`src/rtl/smb_share_pkg.sv`:
```
package smb_share_pkg;

  typedef enum logic [1:0] {
    OWN_FREE = 2'd0,
    OWN_HOST = 2'd1,
    OWN_MCU  = 2'd2
  } owner_e;

  // host register addresses
  localparam logic [1:0] HA_SEMA  = 2'd0;
  localparam logic [1:0] HA_INDEX = 2'd1;
  localparam logic [1:0] HA_DATA  = 2'd2;

  // semaphore register bits
  localparam int SEMA_REQ_BIT = 4;
  localparam int SEMA_REL_BIT = 5;

  // configuration indices
  localparam logic [7:0] CFG_SEL_A  = 8'h2C;
  localparam logic [7:0] CFG_SEL_B  = 8'h2E;
  localparam logic [7:0] CFG_CHOOSE = 8'h2F;

endpackage

```
`src/rtl/smb_sema.sv`:
```
module smb_sema
  import smb_share_pkg::*;
(
  input  logic clk,
  input  logic rst_n,
  input  logic host_req,
  input  logic host_rel,
  input  logic mcu_req,
  input  logic mcu_rel,
  output logic host_owns,
  output logic mcu_owns
);

  owner_e owner_q;

  always_ff @(posedge clk or negedge rst_n) begin
    if (!rst_n) begin
      owner_q <= OWN_FREE;
    end else begin
      unique case (owner_q)
        OWN_FREE: begin
          if (mcu_req)                    owner_q <= OWN_MCU;
          else if (host_req && !host_rel) owner_q <= OWN_HOST;
        end
        OWN_HOST: if (host_rel) owner_q <= OWN_FREE;
        OWN_MCU:  if (mcu_rel)  owner_q <= OWN_FREE;
        default:  owner_q <= OWN_FREE;
      endcase
    end
  end

  assign host_owns = (owner_q == OWN_HOST);
  assign mcu_owns  = (owner_q == OWN_MCU);

endmodule

```
`src/rtl/smb_cfg_regs.sv`:
```
module smb_cfg_regs
  import smb_share_pkg::*;
#(
  parameter int NUM_PORTS = 4,
  parameter int FIELD_LSB = 1,
  localparam int SEL_W = $clog2(NUM_PORTS)
) (
  input  logic             clk,
  input  logic             rst_n,
  input  logic             wr_en,
  input  logic [1:0]       wr_addr,
  input  logic [7:0]       wr_data,
  input  logic             busy,
  output logic [7:0]       index_q,
  output logic [7:0]       cfg_rdata,
  output logic [SEL_W-1:0] sel_code
);

  localparam logic [7:0] FIELD_MASK = 8'(((1 << SEL_W) - 1) << FIELD_LSB);

  logic [7:0] sel_a_q, sel_b_q, choose_q;
  logic       use_b;
  logic       data_wr;

  assign use_b   = choose_q[0];
  assign data_wr = wr_en && (wr_addr == HA_DATA);

  // merge keeps the route field when the write targets the live register during a transfer
  function automatic logic [7:0] guarded(input logic [7:0] old_v,
                                         input logic [7:0] new_v,
                                         input logic       lock);
    return lock ? ((new_v & ~FIELD_MASK) | (old_v & FIELD_MASK)) : new_v;
  endfunction

  always_ff @(posedge clk or negedge rst_n) begin
    if (!rst_n) begin
      index_q  <= '0;
      sel_a_q  <= '0;
      sel_b_q  <= '0;
      choose_q <= '0;
    end else begin
      if (wr_en && (wr_addr == HA_INDEX)) index_q <= wr_data;
      if (data_wr) begin
        unique case (index_q)
          CFG_SEL_A:  sel_a_q  <= guarded(sel_a_q, wr_data, busy && !use_b);
          CFG_SEL_B:  sel_b_q  <= guarded(sel_b_q, wr_data, busy && use_b);
          CFG_CHOOSE: choose_q <= busy ? {wr_data[7:1], choose_q[0]} : wr_data;
          default: ;
        endcase
      end
    end
  end

  always_comb begin
    unique case (index_q)
      CFG_SEL_A:  cfg_rdata = sel_a_q;
      CFG_SEL_B:  cfg_rdata = sel_b_q;
      CFG_CHOOSE: cfg_rdata = choose_q;
      default:    cfg_rdata = 8'h00;
    endcase
  end

  assign sel_code = use_b ? sel_b_q[FIELD_LSB +: SEL_W] : sel_a_q[FIELD_LSB +: SEL_W];

endmodule

```
`src/rtl/smb_port_mux.sv`:
```
module smb_port_mux #(
  parameter int NUM_PORTS = 4,
  localparam int SEL_W  = $clog2(NUM_PORTS),
  localparam int PHYS_W = $clog2(NUM_PORTS + 1)
) (
  input  logic [SEL_W-1:0]     sel,
  input  logic                 eng_scl_o,
  input  logic                 eng_sda_o,
  output logic                 eng_scl_i,
  output logic                 eng_sda_i,
  output logic [NUM_PORTS-1:0] port_scl_o,
  output logic [NUM_PORTS-1:0] port_sda_o,
  input  logic [NUM_PORTS-1:0] port_scl_i,
  input  logic [NUM_PORTS-1:0] port_sda_i,
  output logic [PHYS_W-1:0]    phys_port
);

  for (genvar p = 0; p < NUM_PORTS; p++) begin : g_port
    logic hit;
    assign hit           = (sel == SEL_W'(p));
    assign port_scl_o[p] = hit ? eng_scl_o : 1'b1;
    assign port_sda_o[p] = hit ? eng_sda_o : 1'b1;
  end

  assign eng_scl_i = port_scl_i[sel];
  assign eng_sda_i = port_sda_i[sel];

  // physical slot 1 is the auxiliary controller, so nonzero codes skip it
  assign phys_port = (sel == '0) ? '0 : (PHYS_W'(sel) + PHYS_W'(1));

endmodule

```
`src/rtl/smb_share_mux.sv`:
```
module smb_share_mux
  import smb_share_pkg::*;
#(
  parameter int NUM_PORTS = 4,
  parameter int FIELD_LSB = 1,
  localparam int SEL_W  = $clog2(NUM_PORTS),
  localparam int PHYS_W = $clog2(NUM_PORTS + 1)
) (
  input  logic                 clk,
  input  logic                 rst_n,
  input  logic                 host_wr,
  input  logic [1:0]           host_addr,
  input  logic [7:0]           host_wdata,
  output logic [7:0]           host_rdata,
  input  logic                 mcu_req,
  input  logic                 mcu_rel,
  output logic                 mcu_grant,
  input  logic                 engine_busy,
  input  logic                 eng_scl_o,
  input  logic                 eng_sda_o,
  output logic                 eng_scl_i,
  output logic                 eng_sda_i,
  output logic [NUM_PORTS-1:0] port_scl_o,
  output logic [NUM_PORTS-1:0] port_sda_o,
  input  logic [NUM_PORTS-1:0] port_scl_i,
  input  logic [NUM_PORTS-1:0] port_sda_i,
  output logic [SEL_W-1:0]     port_sel_o,
  output logic [PHYS_W-1:0]    phys_port_o
);

  logic       sema_wr;
  logic       host_owns;
  logic [7:0] index_q;
  logic [7:0] cfg_rdata;

  assign sema_wr = host_wr && (host_addr == HA_SEMA);

  smb_sema u_sema (
    .clk       (clk),
    .rst_n     (rst_n),
    .host_req  (sema_wr && host_wdata[SEMA_REQ_BIT]),
    .host_rel  (sema_wr && host_wdata[SEMA_REL_BIT]),
    .mcu_req   (mcu_req),
    .mcu_rel   (mcu_rel),
    .host_owns (host_owns),
    .mcu_owns  (mcu_grant)
  );

  smb_cfg_regs #(.NUM_PORTS(NUM_PORTS), .FIELD_LSB(FIELD_LSB)) u_cfg (
    .clk       (clk),
    .rst_n     (rst_n),
    .wr_en     (host_wr),
    .wr_addr   (host_addr),
    .wr_data   (host_wdata),
    .busy      (engine_busy),
    .index_q   (index_q),
    .cfg_rdata (cfg_rdata),
    .sel_code  (port_sel_o)
  );

  smb_port_mux #(.NUM_PORTS(NUM_PORTS)) u_mux (
    .sel        (port_sel_o),
    .eng_scl_o  (eng_scl_o),
    .eng_sda_o  (eng_sda_o),
    .eng_scl_i  (eng_scl_i),
    .eng_sda_i  (eng_sda_i),
    .port_scl_o (port_scl_o),
    .port_sda_o (port_sda_o),
    .port_scl_i (port_scl_i),
    .port_sda_i (port_sda_i),
    .phys_port  (phys_port_o)
  );

  always_comb begin
    unique case (host_addr)
      HA_SEMA:  host_rdata = 8'(host_owns) << SEMA_REQ_BIT;
      HA_INDEX: host_rdata = index_q;
      HA_DATA:  host_rdata = cfg_rdata;
      default:  host_rdata = 8'h00;
    endcase
  end

endmodule

```
`config.mk`:
```
export PLATFORM = sky130hd
export DESIGN_NAME = smb_share_mux
export DESIGN_NICKNAME = d
export VERILOG_FILES = /design/src/rtl/smb_share_pkg.sv /design/src/rtl/smb_sema.sv /design/src/rtl/smb_cfg_regs.sv /design/src/rtl/smb_port_mux.sv /design/src/rtl/smb_share_mux.sv
export SDC_FILE = /design/constraint.sdc
export NUM_CORES = 1
export LEC_CHECK = 0
export BUFFER_PORTS_ARGS = -buffer_cell sky130_fd_sc_hd__buf_2
export CAP_MARGIN = 20
export CORE_UTILIZATION = 56
export DETAILED_ROUTE_END_ITERATION = 7
export GPL_TIMING_DRIVEN = 0
export PLACE_DENSITY = 0.83
export SETUP_SLACK_MARGIN = 0.5
export SLEW_MARGIN = 10
export SYNTH_ARGS = -nofsm -noshare
export SYNTH_HDL_FRONTEND = slang
export SYNTH_SLANG_ARGS = --single-unit
```
`constraint.sdc`:
```
create_clock -name clk -period 5.89 [get_ports clk]
set_input_delay 0.8835 -clock clk [delete_from_list [all_inputs] [get_ports clk]]
set_output_delay 0.8835 -clock clk [all_outputs]
set_load 0.05 [all_outputs]
```
==> flow_metrics.env <==
export IMPL_worst_pin_slew_ps=880
export IMPL_synth_cell_types=35
export IMPL_drtIter0Drc=52
export IMPL_fin_tns_setup_ps=0
export IMPL_crit_required_ps=5010
export IMPL_drive_gt1_frac=0.449
export IMPL_antennaDiodeCount=0
export IMPL_syn_area_per_cell_um2=12.0
export IMPL_num_rows=20
export IMPL_layout_commonest_cell="buf_2"
export IMPL_vias=1488
export IMPL_htreeDepth=2
export IMPL_skew_ps=18.5
export IMPL_fillers=234
export IMPL_slew_headroom=0.397
export IMPL_p_leak_nw=1.18
export IMPL_min_period_over_period=0.594
export IMPL_ir_drop_mv=0.159
export IMPL_ys_seq_area_frac=0.445
export IMPL_num_nets_final=247
export IMPL_post_cts_buffers=0
export IMPL_cp_arrival_ps=2610
export IMPL_clockRootBuffer="clkbuf_4"
export IMPL_hpwl_um=3290
export IMPL_dieArea_um2=3650
export IMPL_ys_warn_count=0
export IMPL_clk_pin_slew_ps=100
export IMPL_start_util=0.607
export IMPL_cts_resized=0
export IMPL_finalNonFillerCells=260
export IMPL_setup_viol=0
export IMPL_core_um2=3150
export IMPL_place_congestion=0.903
export IMPL_path_class="reg -> out"
export IMPL_grt_pass1_vias=1491
export IMPL_synthCells=159
export IMPL_grt_pass1_wl_um=7020
export IMPL_clock_latency_ps=340
export IMPL_io_pins=50
export IMPL_synth_fp_nets=191
export IMPL_grt_max_degree=35
export IMPL_drv_slew=0
export IMPL_via_per_inst=5.72
export IMPL_final_cell_mix="buf_2, dfrtp_1, mux2_2"
export IMPL_firstDrtPassIters=4
export IMPL_cts_buffers=5
export IMPL_timing_final_hold_violations=0
export IMPL_maxCapViolCount=0
export IMPL_clockBufferDepth=2
export IMPL_wl_um=4480
export IMPL_rsz0062_at_grt="no"
export IMPL_crit_fanout=8
export IMPL_hold_class="reg -> reg"
export IMPL_netlist_area_um2=1910
export IMPL_multi_input_area_um2=1020
export IMPL_ant_nets=0
export IMPL_p_per_area_nw_per_um2=236
export IMPL_io_buffer_count=49
export IMPL_ys_ff_latch=34
export IMPL_place_inst=252
export IMPL_fin_crit_ps=3500
export IMPL_cts_tree="built"
export IMPL_ctsHoldBuffers=0
export IMPL_cts_sinks=34
export IMPL_die_w_um=60.5
export IMPL_start_kind="flop"
export IMPL_dieHeight_um=60.5
export IMPL_seqCellArea_um2=851
export IMPL_grt_overflow_total=0
export IMPL_end_kind="output pin"
export IMPL_grt_antenna_before_repair=0
export IMPL_status="completed"
export IMPL_syn2layout_area_growth_pct=19.0
export IMPL_fmax_mhz=286
export IMPL_drcViolationCount=0
export IMPL_grtUsageTotal=0.274
export IMPL_wl_per_cell_um=17.2
==> per-stage QoR <==
step                hold WS [ps]  instance area [um^2]  setup WS (ps)   util  total power (W)
finish                       512                  2280           2390  0.722         0.000537
detailed placement           495                  2210           2600  0.702         0.000403
floorplan                    448                  1910           2240      -         0.000362
CTS                          513                  2280           2380  0.722         0.000541
global route                 536                  2280           2180  0.722         0.000561
global placement             469                  2210           2600  0.702         0.000396
==> synth_stat cells <==
library cell / count / area, um^2
and4b_1: 1 / 10.0
nor3b_1: 1 / 7.51
or4_1: 1 / 7.51
nor4_1: 1 / 6.26
mux2i_1: 16 / 160
nor4_4: 1 / 21.3
and2_1: 1 / 6.26
nand2_1: 9 / 33.8
a31oi_1: 1 / 6.26
and4bb_2: 1 / 12.5
inv_1: 4 / 15.0
a2bb2oi_1: 8 / 70.1
dfrtp_1: 34 / 851
and2b_2: 1 / 8.76
buf_1: 1 / 3.75
and3_1: 1 / 6.26
buf_2: 1 / 5.00
a22oi_1: 1 / 7.51
or4b_4: 1 / 13.8
nand4b_1: 2 / 17.5
ha_1: 6 / 75.1
clkbuf_1: 5 / 18.8
or2_2: 1 / 6.26
a211oi_1: 2 / 15.0
o21ai_0: 7 / 35.0
nor3_1: 1 / 5.00
nand2b_1: 9 / 56.3
o2111ai_1: 1 / 8.76
nor2b_1: 2 / 12.5
nand4b_2: 1 / 15.0
nor2_1: 2 / 7.51
nor3_4: 1 / 16.3
o22ai_1: 1 / 6.26
nand3_1: 1 / 5.00
mux2_2: 32 / 360
==> layer usage <==
metal | part of all wire | track usage
met1 | 0.40 | 0.327
met2 | 0.50 | 0.460
met3 | 0.069 | 0.0725
met4 | 0.029 | 0.130
met5 | 0 | 0
==> layout make-up <==
cell class / instances / area share
Timing Repair Buffer: 49 / 0.108
Inverter: 4 / 0.00659
Buffer: 7 / 0.0121
Clock buffer: 6 / 0.0225
Sequential cell: 34 / 0.374
Multi-Input combinational cell: 114 / 0.448
Tap cell: 44 / 0.0242
Clock inverter: 2 / 0.00549
==> power by group <==
group	leakage, nW	internal [W]	switching [W]
clock	0.0343	0.0000573	0.0000797
combinational	0.691	0.0000503	0.0000780
sequential	0.454	0.000251	0.0000202
total	1.18	0.000359	0.000178
==> sequential cells by signal, summed over array words and instances (netlist names) <==
| name | cells |
|---|---|
| u_cfg.choose_q | 8 |
| u_cfg.index_q | 8 |
| u_cfg.sel_a_q | 8 |
| u_cfg.sel_b_q | 8 |
| u_sema.owner_q | 2 |
==> critical path, cell delays in order (launching register included) <==
cell,delay (ps)
dfrtp_1,340
clkbuf_1,300
mux2i_1,790
inv_1,230
ha_1,280
nand2b_1,70
buf_2,260
==> kinds of logic after synthesis <==
logic type               after synthesis  synth area share
flip-flops                            34             0.445
multiplexers                          48             0.272
AO/OA/AOI/OAI                         21            0.0778
adder cells (fa/ha/maj)                6            0.0392
AND/OR/NAND/NOR                       39             0.144
buffers and inverters                 11            0.0222
==> worst paths after layout <==
path | start | end | slack, ps | cells past startpoint
setup / recovery | u_cfg.choose_q[0] | port_sda_o[3] | 2390 | 6
hold / removal | u_cfg.sel_a_q[0] | u_cfg.sel_a_q[0] | 510 | 1
setup reg to reg | u_cfg.index_q[7] | u_cfg.choose_q[1] | 3910 | 3
hold reg to reg | u_cfg.sel_a_q[0] | u_cfg.sel_a_q[0] | 510 | 1
max in group asynchronous | rst_n | u_cfg.sel_b_q[6] | 4820 | 1
min in group asynchronous | rst_n | u_cfg.choose_q[4] | 590 | 1
Note: power is estimated with default switching activity, not from simulation.
